<file path="src/rtl/mainCtrl_pkg.sv">
package mainCtrl_pkg;

  localparam int OPC_W   = 6;
  localparam int ALUOP_W = 3;
  localparam int NUM_CLS = 6;

  // instruction class indices into the one-hot hit vector
  localparam int CLS_RTYPE = 0;
  localparam int CLS_ORI   = 1;
  localparam int CLS_LW    = 2;
  localparam int CLS_SW    = 3;
  localparam int CLS_BEQ   = 4;
  localparam int CLS_JMP   = 5;

  typedef enum logic [ALUOP_W-1:0] {
    ALU_ADD  = 3'b000,
    ALU_SUB  = 3'b001,
    ALU_OR   = 3'b010,
    ALU_FUNC = 3'b100
  } aluOp_e;

  typedef struct packed {
    logic                branch;
    logic                jump;
    logic                regDst;
    logic                regWr;
    logic                extOp;
    logic                aluSrc;
    logic                memWr;
    logic                memToReg;
    logic [ALUOP_W-1:0]  aluOp;
  } ctrlStrobes_t;

  // opcode minterm of each class
  function automatic logic [OPC_W-1:0] clsOpcode(input int idx);
    case (idx)
      CLS_RTYPE: clsOpcode = 6'b000000;
      CLS_ORI:   clsOpcode = 6'b001101;
      CLS_LW:    clsOpcode = 6'b100011;
      CLS_SW:    clsOpcode = 6'b101011;
      CLS_BEQ:   clsOpcode = 6'b000100;
      CLS_JMP:   clsOpcode = 6'b000010;
      default:   clsOpcode = 6'b111111;
    endcase
  endfunction

  // strobe word contributed by each class; don't-cares resolved to 0
  function automatic ctrlStrobes_t clsStrobes(input int idx);
    ctrlStrobes_t s;
    s = '0;
    case (idx)
      CLS_RTYPE: begin
        s.regDst = 1'b1; s.regWr = 1'b1; s.aluOp = ALU_FUNC;
      end
      CLS_ORI: begin
        s.regWr = 1'b1; s.aluSrc = 1'b1; s.aluOp = ALU_OR;
      end
      CLS_LW: begin
        s.regWr = 1'b1; s.aluSrc = 1'b1; s.extOp = 1'b1;
        s.memToReg = 1'b1; s.aluOp = ALU_ADD;
      end
      CLS_SW: begin
        s.memWr = 1'b1; s.aluSrc = 1'b1; s.extOp = 1'b1; s.aluOp = ALU_ADD;
      end
      CLS_BEQ: begin
        s.branch = 1'b1; s.extOp = 1'b1; s.aluOp = ALU_SUB;
      end
      CLS_JMP: begin
        s.jump = 1'b1;
      end
      default: s = '0;
    endcase
    clsStrobes = s;
  endfunction

endpackage

</file>
<file path="src/rtl/opcodeMatch.sv">
module opcodeMatch
  import mainCtrl_pkg::*;
(
  input  logic [OPC_W-1:0]   opcode,
  output logic [NUM_CLS-1:0] hit
);
  // AND plane: one full-width minterm per supported class
  for (genvar g = 0; g < NUM_CLS; g++) begin : gMinterm
    localparam logic [OPC_W-1:0] MATCH = clsOpcode(g);
    assign hit[g] = (opcode == MATCH);
  end
endmodule

</file>
<file path="src/rtl/ctrlPlane.sv">
module ctrlPlane
  import mainCtrl_pkg::*;
(
  input  logic [NUM_CLS-1:0] hit,
  output ctrlStrobes_t       strobes
);
  // OR plane: each strobe is the sum of the minterms that set it
  ctrlStrobes_t terms [NUM_CLS];

  for (genvar g = 0; g < NUM_CLS; g++) begin : gTerm
    localparam ctrlStrobes_t WORD = clsStrobes(g);
    assign terms[g] = hit[g] ? WORD : '0;
  end

  always_comb begin
    strobes = '0;
    for (int i = 0; i < NUM_CLS; i++) begin
      strobes = strobes | terms[i];
    end
  end
endmodule

</file>
<file path="src/rtl/mainCtrlDecoder.sv">
module mainCtrlDecoder
  import mainCtrl_pkg::*;
(
  input  logic [5:0] opcode,
  output logic       branch,
  output logic       jump,
  output logic       regDst,
  output logic       regWr,
  output logic       extOp,
  output logic       aluSrc,
  output logic       memWr,
  output logic       memToReg,
  output logic [2:0] aluOp
);
  logic [NUM_CLS-1:0] hit;
  ctrlStrobes_t       strobes;

  opcodeMatch u_match (
    .opcode (opcode),
    .hit    (hit)
  );

  ctrlPlane u_plane (
    .hit     (hit),
    .strobes (strobes)
  );

  assign branch   = strobes.branch;
  assign jump     = strobes.jump;
  assign regDst   = strobes.regDst;
  assign regWr    = strobes.regWr;
  assign extOp    = strobes.extOp;
  assign aluSrc   = strobes.aluSrc;
  assign memWr    = strobes.memWr;
  assign memToReg = strobes.memToReg;
  assign aluOp    = strobes.aluOp;
endmodule

</file>
<file path="config.mk">
export PLATFORM = sky130hd
export DESIGN_NAME = mainCtrlDecoder
export DESIGN_NICKNAME = d
export VERILOG_FILES = /design/src/rtl/mainCtrl_pkg.sv /design/src/rtl/opcodeMatch.sv /design/src/rtl/ctrlPlane.sv /design/src/rtl/mainCtrlDecoder.sv
export SDC_FILE = /design/constraint.sdc
export NUM_CORES = 1
export LEC_CHECK = 0
export BUFFER_PORTS_ARGS = -buffer_cell sky130_fd_sc_hd__buf_2
export CAP_MARGIN = 10
export CORE_AREA = 2 2 39 41
export DETAILED_ROUTE_END_ITERATION = 7
export DIE_AREA = 0 0 41 43
export PLACE_DENSITY = 0.43
export SYNTH_ARGS = -nofsm -noshare
export SYNTH_HDL_FRONTEND = slang
export SYNTH_SLANG_ARGS = --single-unit
</file>
<file path="constraint.sdc">
create_clock -name vclk -period 1.8
set_input_delay 0.36 -clock vclk [all_inputs]
set_output_delay 0.36 -clock vclk [all_outputs]
set_load 0.005 [all_outputs]
</file>
== Yosys cells after proc, flatten, opt, wreduce, memory -nomap -nowiden ==
Cells that the tools add are included.

* Multiplexer cells: 6
* Reductions and logical operators: 1
* Eq/ne operators: 5
* Bitwise gates (word level): 5

{| class="wikitable"
|+ Operators by type and width
! cell !! number
|-
| $or 11x11->11 || 5
|-
| $mux 8 || 2
|-
| $eq 6x6->1 const B || 2
|-
| $mux 11 || 1
|-
| $mux 10 || 1
|-
| $mux 9 || 1
|-
| $mux 7 || 1
|-
| $eq 6x2->1 const B || 1
|-
| $eq 6x3->1 const B || 1
|-
| $eq 6x4->1 const B || 1
|-
| $logic_not 6->1 || 1
|}

* Bits in registers: 0
* Word-level logic and storage cells: 17

== Depth between registers and ports, before layout ==
* Word-level depth: 7
* Depth in mapped cells: 4
* Mapped depth without buffers: 3

== Modules after synthesis ==
A second synthesis with hierarchy kept.

* Cells, all modules: 22
* Area, all modules: 165.2 sq um

{| class="wikitable"
|+ Modules (own cells, without submodules)
! module !! area each (sq um) !! instances !! cells an instance
|-
| opcodeMatch || 86.3 || 1 || 11
|-
| ctrlPlane || 78.8 || 1 || 11
|}

== Worst setup path after synthesis ==
Ideal clock, no wire load.

* Kind: input port to output port
* Start: input opcode[1]
* End: output aluOp[0]
* Stages on the path: 3
* Path slack: 0.231 ns
* Data arrival time: 1.209 ns
* Data required time: 1.440 ns
* Cells stage by stage: or3b_1 > nor4_1 > buf_4

* Longest elaborated chain between the ends: 4

{| class="wikitable"
|+ Ends and longest elaborated chain
! item !! RTL line !! RTL
|-
| start, declared || mainCtrlDecoder.sv:4 || <nowiki>input logic [5:0] opcode,</nowiki>
|-
| $eq 6x3->1 || opcodeMatch.sv:10 || <nowiki>assign hit[g] = (opcode == MATCH);</nowiki>
|-
| $mux 11 || ctrlPlane.sv:12 || <nowiki>assign terms[g] = hit[g] ? WORD : '0;</nowiki>
|-
| $or 11x11->11 (2 in series) || ctrlPlane.sv:18 || <nowiki>strobes = strobes | terms[i];</nowiki>
|-
| end, declared || mainCtrlDecoder.sv:13 || <nowiki>output logic [2:0] aluOp</nowiki>
|}

Every way passes these cells.

== Final worst setup path ==
* Start: input opcode[1]
* End: output extOp

* Longest elaborated chain between the ends: 6

{| class="wikitable"
|+ Ends and longest elaborated chain
! item !! RTL line !! RTL
|-
| $eq 6x6->1 || opcodeMatch.sv:10 ||
|-
| $mux 8 || ctrlPlane.sv:12 ||
|-
| $or 11x11->11 (2 in series) || ctrlPlane.sv:18 ||
|-
| $or 11x11->11 (*) (2 in series) || ctrlPlane.sv:18 ||
|-
| end, declared || mainCtrlDecoder.sv:9 || <nowiki>output logic extOp,</nowiki>
|}

Every way passes the cells marked *; elsewhere a longest branch is shown, timed or not.

==> flow_summary.html <==
<table>
<tr><th>Metric</th><th>Value</th></tr>
<tr><th colspan="2">Job</th></tr>
<tr><td>Count of max-cap constraint violations</td><td>0</td></tr>
<tr><th colspan="2">Detailed routing</th></tr>
<tr><td>Number of antenna-violating nets in the routed design</td><td>0</td></tr>
<tr><td>Detailed-route wire length</td><td>608 um</td></tr>
<tr><td>Met1 routed wirelength after detailed routing</td><td>295 um</td></tr>
<tr><td>Top layer in use</td><td>met3</td></tr>
<tr><td>Length of the first detailed-routing pass in iterations</td><td>2</td></tr>
<tr><td>Wire length per cell</td><td>10.5 um</td></tr>
<tr><td>Total number of vias</td><td>249</td></tr>
<tr><td>Total length of routed met2 wires</td><td>266 um</td></tr>
<tr><td>Number of remaining DRC errors</td><td>0</td></tr>
<tr><td>Met3 wire len</td><td>46 um</td></tr>
<tr><td>Drt first-iter violations</td><td>2</td></tr>
<tr><td>Per-cell via count in the routed design</td><td>4.29</td></tr>
<tr><th colspan="2">STA</th></tr>
<tr><td>Max Freq</td><td>0.566 GHz</td></tr>
<tr><td>Final worst-path cycle share</td><td>98.2%</td></tr>
<tr><td>Unrepaired setup endpoints after global routing</td><td>yes</td></tr>
<tr><td>Crit path time final</td><td>1.77 ns</td></tr>
<tr><td>Transition time at the pin with the least slew margin</td><td>0.334 ns</td></tr>
<tr><td>Count of final max-slew check failures</td><td>0</td></tr>
<tr><td>Number of setup violations in the final report</td><td>0</td></tr>
<tr><td>Final worst setup slack</td><td>0.0320 ns</td></tr>
<tr><td>Endpoints failing hold</td><td>0</td></tr>
<tr><td>Worst max-slew margin expressed relative to the limit</td><td>77.5%</td></tr>
<tr><th colspan="2">GRT</th></tr>
<tr><td>Gr ovfl total</td><td>0</td></tr>
<tr><td>Wire length of the first global-routing pass</td><td>848 um</td></tr>
<tr><td>Number of antenna violations at the first check in global routing</td><td>0</td></tr>
<tr><td>Pin count of the biggest net entering global routing</td><td>9</td></tr>
<tr><td>Total routing usage reported by global routing</td><td>6.29%</td></tr>
<tr><td>Vias in the first global route</td><td>207</td></tr>
<tr><th colspan="2">Worst setup path</th></tr>
<tr><td>Peak fanout along the critical path</td><td>2</td></tr>
<tr><td>Arrival time at the worst endpoint</td><td>1.41 ns</td></tr>
<tr><td>Worst EP required</td><td>1.44 ns</td></tr>
<tr><td>Category of the critical setup timing path</td><td>primary input to output pin</td></tr>
<tr><td>Critical Path Start Type</td><td>primary input</td></tr>
<tr><td>Endpoint type of the worst setup path</td><td>output pin</td></tr>
<tr><th colspan="2">Placed design</th></tr>
<tr><td>Pre-CTS WS</td><td>-0.0825 ns</td></tr>
<tr><td>HPWL after DPL</td><td>461 um</td></tr>
<tr><td>Placement-stage cell area</td><td>267 um^2</td></tr>
<tr><td>Number of port buffers</td><td>17</td></tr>
<tr><td>Final weighted congestion of routability-driven global placement</td><td>0.674</td></tr>
<tr><th colspan="2">Yosys</th></tr>
<tr><td>Dominant cell type by area after synthesis</td><td>buf_4</td></tr>
<tr><td>Leading cell types by count after synthesis</td><td>2 x buf_4, 2 x nand2_1, 2 x nor2_1, 2 x nor3_1, 2 x or3_1</td></tr>
<tr><td>Proportion of synthesized chip area in sequential cells</td><td>0%</td></tr>
<tr><td>Average cell area after synthesis</td><td>6.36 um^2</td></tr>
<tr><td>Synth unique cells</td><td>18</td></tr>
<tr><td>Cell area after synthesis</td><td>146 um^2</td></tr>
<tr><td>Synthesis warning total</td><td>0</td></tr>
<tr><td>Cells taking the most area after synthesis</td><td>buf_4 10%, or3_1 8.5%, nor3_1 6.8%, a2111oi_0 6.0%, and3b_1 6.0%</td></tr>
<tr><td>Net count after synthesis</td><td>29</td></tr>
<tr><td>Synthesized netlist cell count</td><td>23</td></tr>
<tr><td>Portion of synthesized cell area occupied by the leading cell type</td><td>10.3%</td></tr>
<tr><th colspan="2">Layout</th></tr>
<tr><td>Clock buffer instance count of the final layout</td><td>0</td></tr>
<tr><td>Share of final-layout standard cells stronger than drive strength 1</td><td>61.9%</td></tr>
<tr><td>Layout Cell Area excl Fill</td><td>320 um^2</td></tr>
<tr><td>Area growth, synth to finish</td><td>119%</td></tr>
<tr><td>Total number of nets in the final design</td><td>50</td></tr>
<tr><td>Antenna diodes</td><td>0</td></tr>
<tr><td>Sequential Area</td><td>0 um^2</td></tr>
<tr><td>Sequential cell count</td><td>0</td></tr>
<tr><th colspan="2">Die</th></tr>
<tr><td>Die Y-Extent</td><td>43 um</td></tr>
<tr><td>Initial Util</td><td>10.6%</td></tr>
<tr><td>Total die area</td><td>1760 um^2</td></tr>
<tr><td>Horizontal die dimension</td><td>41 um</td></tr>
<tr><td>Placeable core region</td><td>1380 um^2</td></tr>
<tr><td>Io pins</td><td>17</td></tr>
<tr><td>Placement Rows</td><td>14</td></tr>
<tr><th colspan="2">CTS</th></tr>
<tr><td>Post-CTS Setup Bufs</td><td>0</td></tr>
<tr><td>Cts-stage hold buffer count</td><td>0</td></tr>
<tr><th colspan="2">Pwr</th></tr>
<tr><td>Leakage component of the power</td><td>0.155 nW</td></tr>
<tr><td>PD cells</td><td>154 nW/um^2</td></tr>
<tr><td>Worst supply voltage drop on vdd</td><td>0.0663 mV</td></tr>
<tr><th colspan="2">Outcome</th></tr>
<tr><td>Status</td><td>completed</td></tr>
<tr><th colspan="2">Worst hold path</th></tr>
<tr><td>Min-delay worst type</td><td>primary input to output pin</td></tr>
</table>
-- critical path, stage by stage --
cell and delay (ns):
buf_6 0.09, or3b_4 0.39, or3_4 0.33, a21oi_2 0.12, buf_2 0.12
-- layout make-up --
type / instances / area, um^2
fillers: 166 / 1060
multi-input cells: 21 / 166
repair buffers: 21 / 134
well taps: 16 / 20.0
-- placed cells by master, fill, tap and decap left out --
master and count:
nor3_1 2, buf_4 4, buf_6 3, or3_4 2, nor2_1 2, nand3b_1 1
nand2_1 2, nor4_1 1, o22ai_1 1, nand4b_1 1, nor3b_1 1, nand3_1 1
or2_1 1, nor4b_1 1, a2111oi_4 1, and3b_1 1, or3b_4 1, and3_1 1
buf_2 14, a21oi_2 1
-- kinds of logic (layout without fill, tap and decap cells) --
logic type,after synthesis,in the layout,synth area share [%]
and+or+nand+nor,18,18,76.1
AOI/OAI and AO/OA,3,3,13.7
buffers and inverters,2,21,10.3
-- report_power, final --
| group | internal [mW] | switching, mW |
|---|---|---|
| logic | 0.0259 | 0.0234 |
| clock network | 0 | 0 |
| registers | 0 | 0 |
| total | 0.0259 | 0.0234 |
-- layer usage --
| metal | up-vias | GRT usage [%] |
|---|---|---|
| li1 | 127 | - |
| met1 | 110 | 11.1 |
| met3 | 0 | 0 |
| met5 | - | 0 |
| met2 | 12 | 8.75 |
| met4 | 0 | 0 |
-- stage by stage --
step | TNS (ns) | utilization, % | total power [mW] | cells | hold slack, ns
6_report | 0 | 23.1 | 0.0492 | 58 | 1.07
5_1_grt | -0.0142 | 23.1 | 0.0526 | 58 | 1.09
4_1_cts | 0 | 20.0 | 0.0400 | 58 | 1.06
3_5_place_dp | -0.101 | 19.3 | 0.0379 | 58 | 1.06
3_3_place_gp | -0.0631 | 19.3 | 0.0377 | 58 | 1.06
2_1_floorplan | 0 | - | 0.0111 | 23 | 0.748
-- timing repair --
action                                  4_1_cts  5_1_grt
pin swaps                                     2        0
endpoints found under the setup margin        2        2
gates resized for setup                       3        7
-- worst paths after layout --
kind  endpoint  cells after the start      start
max      extOp                      5  opcode[1]
min     branch                      4  opcode[1]
(Power assumes the default switching activity.)
